## src/rtl/i2c_scl_gen.sv

```systemverilog
module i2c_scl_gen #(
  parameter int PW   = 4,
  parameter int CW   = 8,
  parameter int SYNC = 2
) (
  input  logic          clk,
  input  logic          rst_n,
  input  logic          enable,
  input  logic [PW-1:0] prescale,
  input  logic [CW-1:0] high_count,
  input  logic [CW-1:0] low_count,
  input  logic          run,
  input  logic          scl_in,
  output logic          scl_pull_low,
  output logic          low_end_strobe,
  output logic          fall_strobe
);

  typedef enum logic [2:0] {S_IDLE, S_PULL, S_LOW, S_REL, S_HIGH} state_t;

  state_t state, state_n;
  logic [PW-1:0] cfg_pre, pc;
  logic [CW-1:0] cfg_high, cfg_low, uc;
  logic [SYNC-1:0] sync;
  logic scl_s, scl_d;

  assign scl_s = sync[SYNC-1];

  wire [CW-1:0] lim  = (state == S_HIGH) ? cfg_high : cfg_low;
  wire          tick = (pc == cfg_pre);
  wire          done = tick && (uc == lim);

  assign scl_pull_low   = enable && (state == S_PULL || state == S_LOW);
  assign low_end_strobe = enable && (state == S_LOW) && done;
  assign fall_strobe    = enable && scl_d && !scl_s;

  always_ff @(posedge clk or negedge rst_n) begin
    if (!rst_n) begin
      sync  <= '1;
      scl_d <= 1'b1;
    end else begin
      sync  <= {sync[SYNC-2:0], scl_in};
      scl_d <= scl_s;
    end
  end

  always_ff @(posedge clk or negedge rst_n) begin
    if (!rst_n) begin
      cfg_pre  <= '0;
      cfg_high <= '0;
      cfg_low  <= '0;
    end else if (!enable) begin
      cfg_pre  <= prescale;
      cfg_high <= high_count;
      cfg_low  <= low_count;
    end
  end

  always_comb begin
    state_n = state;
    if (!enable) state_n = S_IDLE;
    else begin
      case (state)
        S_IDLE: if (run) state_n = S_PULL;
        S_PULL: if (!scl_s) state_n = S_LOW;
        S_LOW:  if (done) state_n = S_REL;
        S_REL:  if (scl_s) state_n = S_HIGH;
        S_HIGH: begin
          if (!scl_s)    state_n = S_LOW;
          else if (done) state_n = run ? S_PULL : S_IDLE;
        end
        default: state_n = S_IDLE;
      endcase
    end
  end

  always_ff @(posedge clk or negedge rst_n) begin
    if (!rst_n) begin
      state <= S_IDLE;
      pc    <= '0;
      uc    <= '0;
    end else begin
      state <= state_n;
      if (state_n != state || !(state == S_LOW || state == S_HIGH)) begin
        pc <= '0;
        uc <= '0;
      end else if (tick) begin
        pc <= '0;
        uc <= uc + 1'b1;
      end else begin
        pc <= pc + 1'b1;
      end
    end
  end

  a_r1_reset_quiet: assert property (@(posedge clk)
    !rst_n |-> !scl_pull_low && !low_end_strobe && !fall_strobe);

  a_r2_idle_released: assert property (@(posedge clk) disable iff (!rst_n)
    enable && !run && state == S_IDLE |=> !scl_pull_low);

  a_r3_count_bound: assert property (@(posedge clk) disable iff (!rst_n)
    state == S_LOW |-> uc <= cfg_low && pc <= cfg_pre);

  a_r5_stretch_hold: assert property (@(posedge clk) disable iff (!rst_n)
    enable && state == S_REL && !scl_s |=> state == S_REL || state == S_IDLE);

  a_r7_soft_reset: assert property (@(posedge clk) disable iff (!rst_n)
    !enable |=> state == S_IDLE && pc == '0 && uc == '0);

  a_r8_cfg_locked: assert property (@(posedge clk) disable iff (!rst_n)
    enable && $past(enable) |-> $stable({cfg_pre, cfg_high, cfg_low}));

  a_r10_release_after_end: assert property (@(posedge clk) disable iff (!rst_n)
    low_end_strobe |=> !scl_pull_low);

  a_r11_fall_single: assert property (@(posedge clk) disable iff (!rst_n)
    fall_strobe |=> !fall_strobe);

endmodule

```

## config.mk

```make
export PLATFORM = sky130hd
export DESIGN_NAME = i2c_scl_gen
export DESIGN_NICKNAME = d
export VERILOG_FILES = /design/src/rtl/i2c_scl_gen.sv
export SDC_FILE = /design/constraint.sdc
export NUM_CORES = 1
export LEC_CHECK = 0
export BUFFER_PORTS_ARGS = -buffer_cell sky130_fd_sc_hd__buf_2
export CAP_MARGIN = 20
export CORE_MARGIN = 2
export CORE_UTILIZATION = 60
export DETAILED_ROUTE_END_ITERATION = 8
export PLACE_DENSITY = 0.91
export SYNTH_ARGS = -nofsm -noshare
export SYNTH_HDL_FRONTEND = slang
export SYNTH_SLANG_ARGS = --single-unit
export TNS_END_PERCENT = 50
```

## constraint.sdc

```tcl
create_clock -name clk -period 4.3 [get_ports clk]
set_input_delay 0.43 -clock clk [delete_from_list [all_inputs] [get_ports clk]]
set_output_delay 0.43 -clock clk [all_outputs]
set_load 0.005 [all_outputs]
```

==> summary.txt <==
cell row count - 21
CTS Hold Buffers Added - 0
DRT Pass-1 Iters - 4
Switching Share - 23.03%
pwr dens - 324.3 nW/µm²
HPWL Detailed - 2.622 mm
crit-path max cell delay - 0.67 ns
crit path launch - state[1]$_DFF_PN0_
Die Height - 61.98 µm
combinational power share - 11.7%
WS Path Type - flop to output port
crit path max fanout - 11
Tcrit/Tclk final - 74.03%
top cell type's share of synthesized area - 43.42%
CP max stage cell - a2111oi_4
Worst setup SP type - flop
Max IR drop VDD - 212.6 µV
CTS sink cnt - 38
global route overflow - 0
Internal - 560.6 µW
worst r2r src - state[1]$_DFF_PN0_
GP Congestion - 0.8850
top post-synthesis cells by area - dfrtp_1 43%, mux2_2 11%, nor2b_1 7.1%
Post-DRT Antenna Nets - 0
Arr. time, crit path - 2.75 ns
Layout Area Growth over Synthesis - 11.35%
Max Freq - 0.3141 GHz
worst hold path type - input pin to async pin
commonest non-fill, non-tap cells in the layout - 35 x dfrtp_1, 27 x buf_2, 23 x nor2b_1, 20 x mux2_2, 13 x xnor2_1
DR vias - 1,420
RSZ-0062 raised after global routing - false
Crit path max-delay family - simple AND/OR/NAND/NOR gates
share of post-route cells with drive strength above 1 - 29.05%
Fillers - 235
fin crit period - 3.183 ns
DIE WIDTH - 61.98 µm
die area - 3842 µm²
H-Tree Depth - 2
# setup viols final - 0
WL/cell - 14.08 µm
worst slack at placement - 1.515 ns
post-DR vias/cell - 5.547
endpoint class of the critical path - output port
syn_area_per_cell - 10.84 µm²
worst-case clock buffer depth - 2
Tightest Pin Transition - 0.7874 ns
Antenna diodes - 0
initial antenna violation count - 0
Mapped Nets - 213
Syn. warnings - 0
Routed WL - 3.605 mm
largest net degree at the start of global routing - 39
Reg power frac - 54.7%
outcome - finished, final reports clean
final worst slack - 1.117 ns
worst-skew pair later-pin latency - 0.35 ns
CTS tree - built
First DRT Iteration DRCs - 86
Initial Utilization - 61.41%
sw power - 167.7 µW
Max Slew Vio Count - 0
Slew headroom - 47.50%
crit-path cells - or3b_1, a211oi_2, nor2_1, a2111oi_4, and4_1, buf_2
Bufs and invs on worst path - 1
number of setup buffers added after CTS - 0
I/O Buffers - 27
nets - 237
vias in the first global route - 1,278
Seq/Total Area, Yosys - 47.33%
Residual DRC - 0
cts bufs inserted - 5
leakage power - 0.0009309 µW
root buf cell - clkbuf_4
Post-synth EDFFs - 0
Mapped Area - 2017 µm²
CP required - 3.87 ns
Clk pin slew, worst setup/hold paths - 0.12 ns
Fin. Hold Viols - 0
predominant post-synthesis flop cell - dfrtp_1
first-pass GRT wire length - 5.733 mm
synthesized netlist cell count - 186
GRT Resource Usage Total - 21.03%
Core ar. - 3284 µm²
MaxCap Viol Count - 0
Fin Setup TNS - 0 ns
commonest non-fill, non-tap cell in the layout - dfrtp_1
post-cts resize count - 0
count of state elements after synthesis - 38
skew final - 0.01594 ns
FFs w/ async S/R, synth - 100.0%
Clock power frac - 33.5%
Synth area leader - dfrtp_1
I/O Pins - 28
Yosys cell types - 39
[power by group through the flow]
stage                     registers (µW)  clock network [µW]  logic [µW]
after floorplan                      397                   0        62.7
after global placement               404                   0        82.7
after detailed placement             406                   0        85.4
after CTS                            399                 247        86.4
after global routing                 402                 264        95.1
final                                399                 244        85.6
[cells in the mapped netlist (4+ instances only)]
library cell and count:
clkbuf_1 5, a21oi_1 4, inv_1 6, mux2_2 20
xnor2_1 13, nand2_1 7, nor2_1 7, dfrtp_1 35
o21ai_1 7, a211oi_1 8, nor2b_1 23
[cell families after synthesis]
family	count (synthesis)	share of synthesized area (%)
AOI/OAI and AO/OA	31	11.23
xor gates and xnor gates	16	6.948
adders and majority gates	2	1.240
buffers and inverters	16	3.350
DFF	38	47.33
muxes	23	12.66
and+or+nand+nor	60	17.25
[metrics by stage]
stage	cell area, µm²	hold slack [ns]	cells	utilization (%)	power, µW
3_5_place_dp	2165	0.3472	249	65.90	491.4
5_1_grt	2246	0.1564	256	68.38	760.7
2_1_floorplan	2017	0.1344	186	-	460.0
6_report	2246	0.1604	256	68.38	728.3
3_3_place_gp	2165	0.3454	249	65.90	486.3
4_1_cts	2246	0.1711	256	68.38	731.8
[worst reg2reg max path, cell delays in order, from the launching register on]
cell and delay, ns:
dfrtp_1 0.49, or3b_1 0.55, a211oi_2 0.23, nor2_1 0.09
a2111oi_4 0.67, a211oi_1 0.19
[sequential cells by signal (all words and copies together), names as in the netlist]
register  flops
scl_d         1
cfg_low       8
cfg_high      8
pc            4
sync          2
state         3
cfg_pre       4
uc            8
[layer usage]
metal,track usage (%),up-vias,wire length (µm)
met2,33.78,41,1782
met1,28.05,674,1582
met5,0,-,0
met4,7.295,0,56
li1,-,699,-
met3,4.969,6,184
[layout make-up]
type	instances	area (µm²)	share of cell area, %
clock buffers	6	51.30	2.284
clock inverters	1	30.03	1.337
flip-flops and latches	38	954.7	42.51
repair buffers	27	135.1	6.017
inverters	6	22.52	1.003
well taps	46	57.56	2.563
multi-input cells	132	994.7	44.29
[path summary, 6_finish.rpt]
check | endpoint | depth (start not counted) | slack [ns]
setup / recovery | low_end_strobe | 6 | 1.12
hold / removal | uc[2]$_DFFE_PN0P_ | 1 | 0.16
setup reg to reg | uc[3]$_DFFE_PN0P_ | 5 | 1.92
hold reg to reg | sync[1]$_DFF_PN1_ | 0 | 0.36
max in group asynchronous | state[0]$_DFF_PN0_ | 1 | 3.64
min in group clk | sync[0]$_DFF_PN1_ | 1 | 0.18
(Power assumes the default switching activity.)
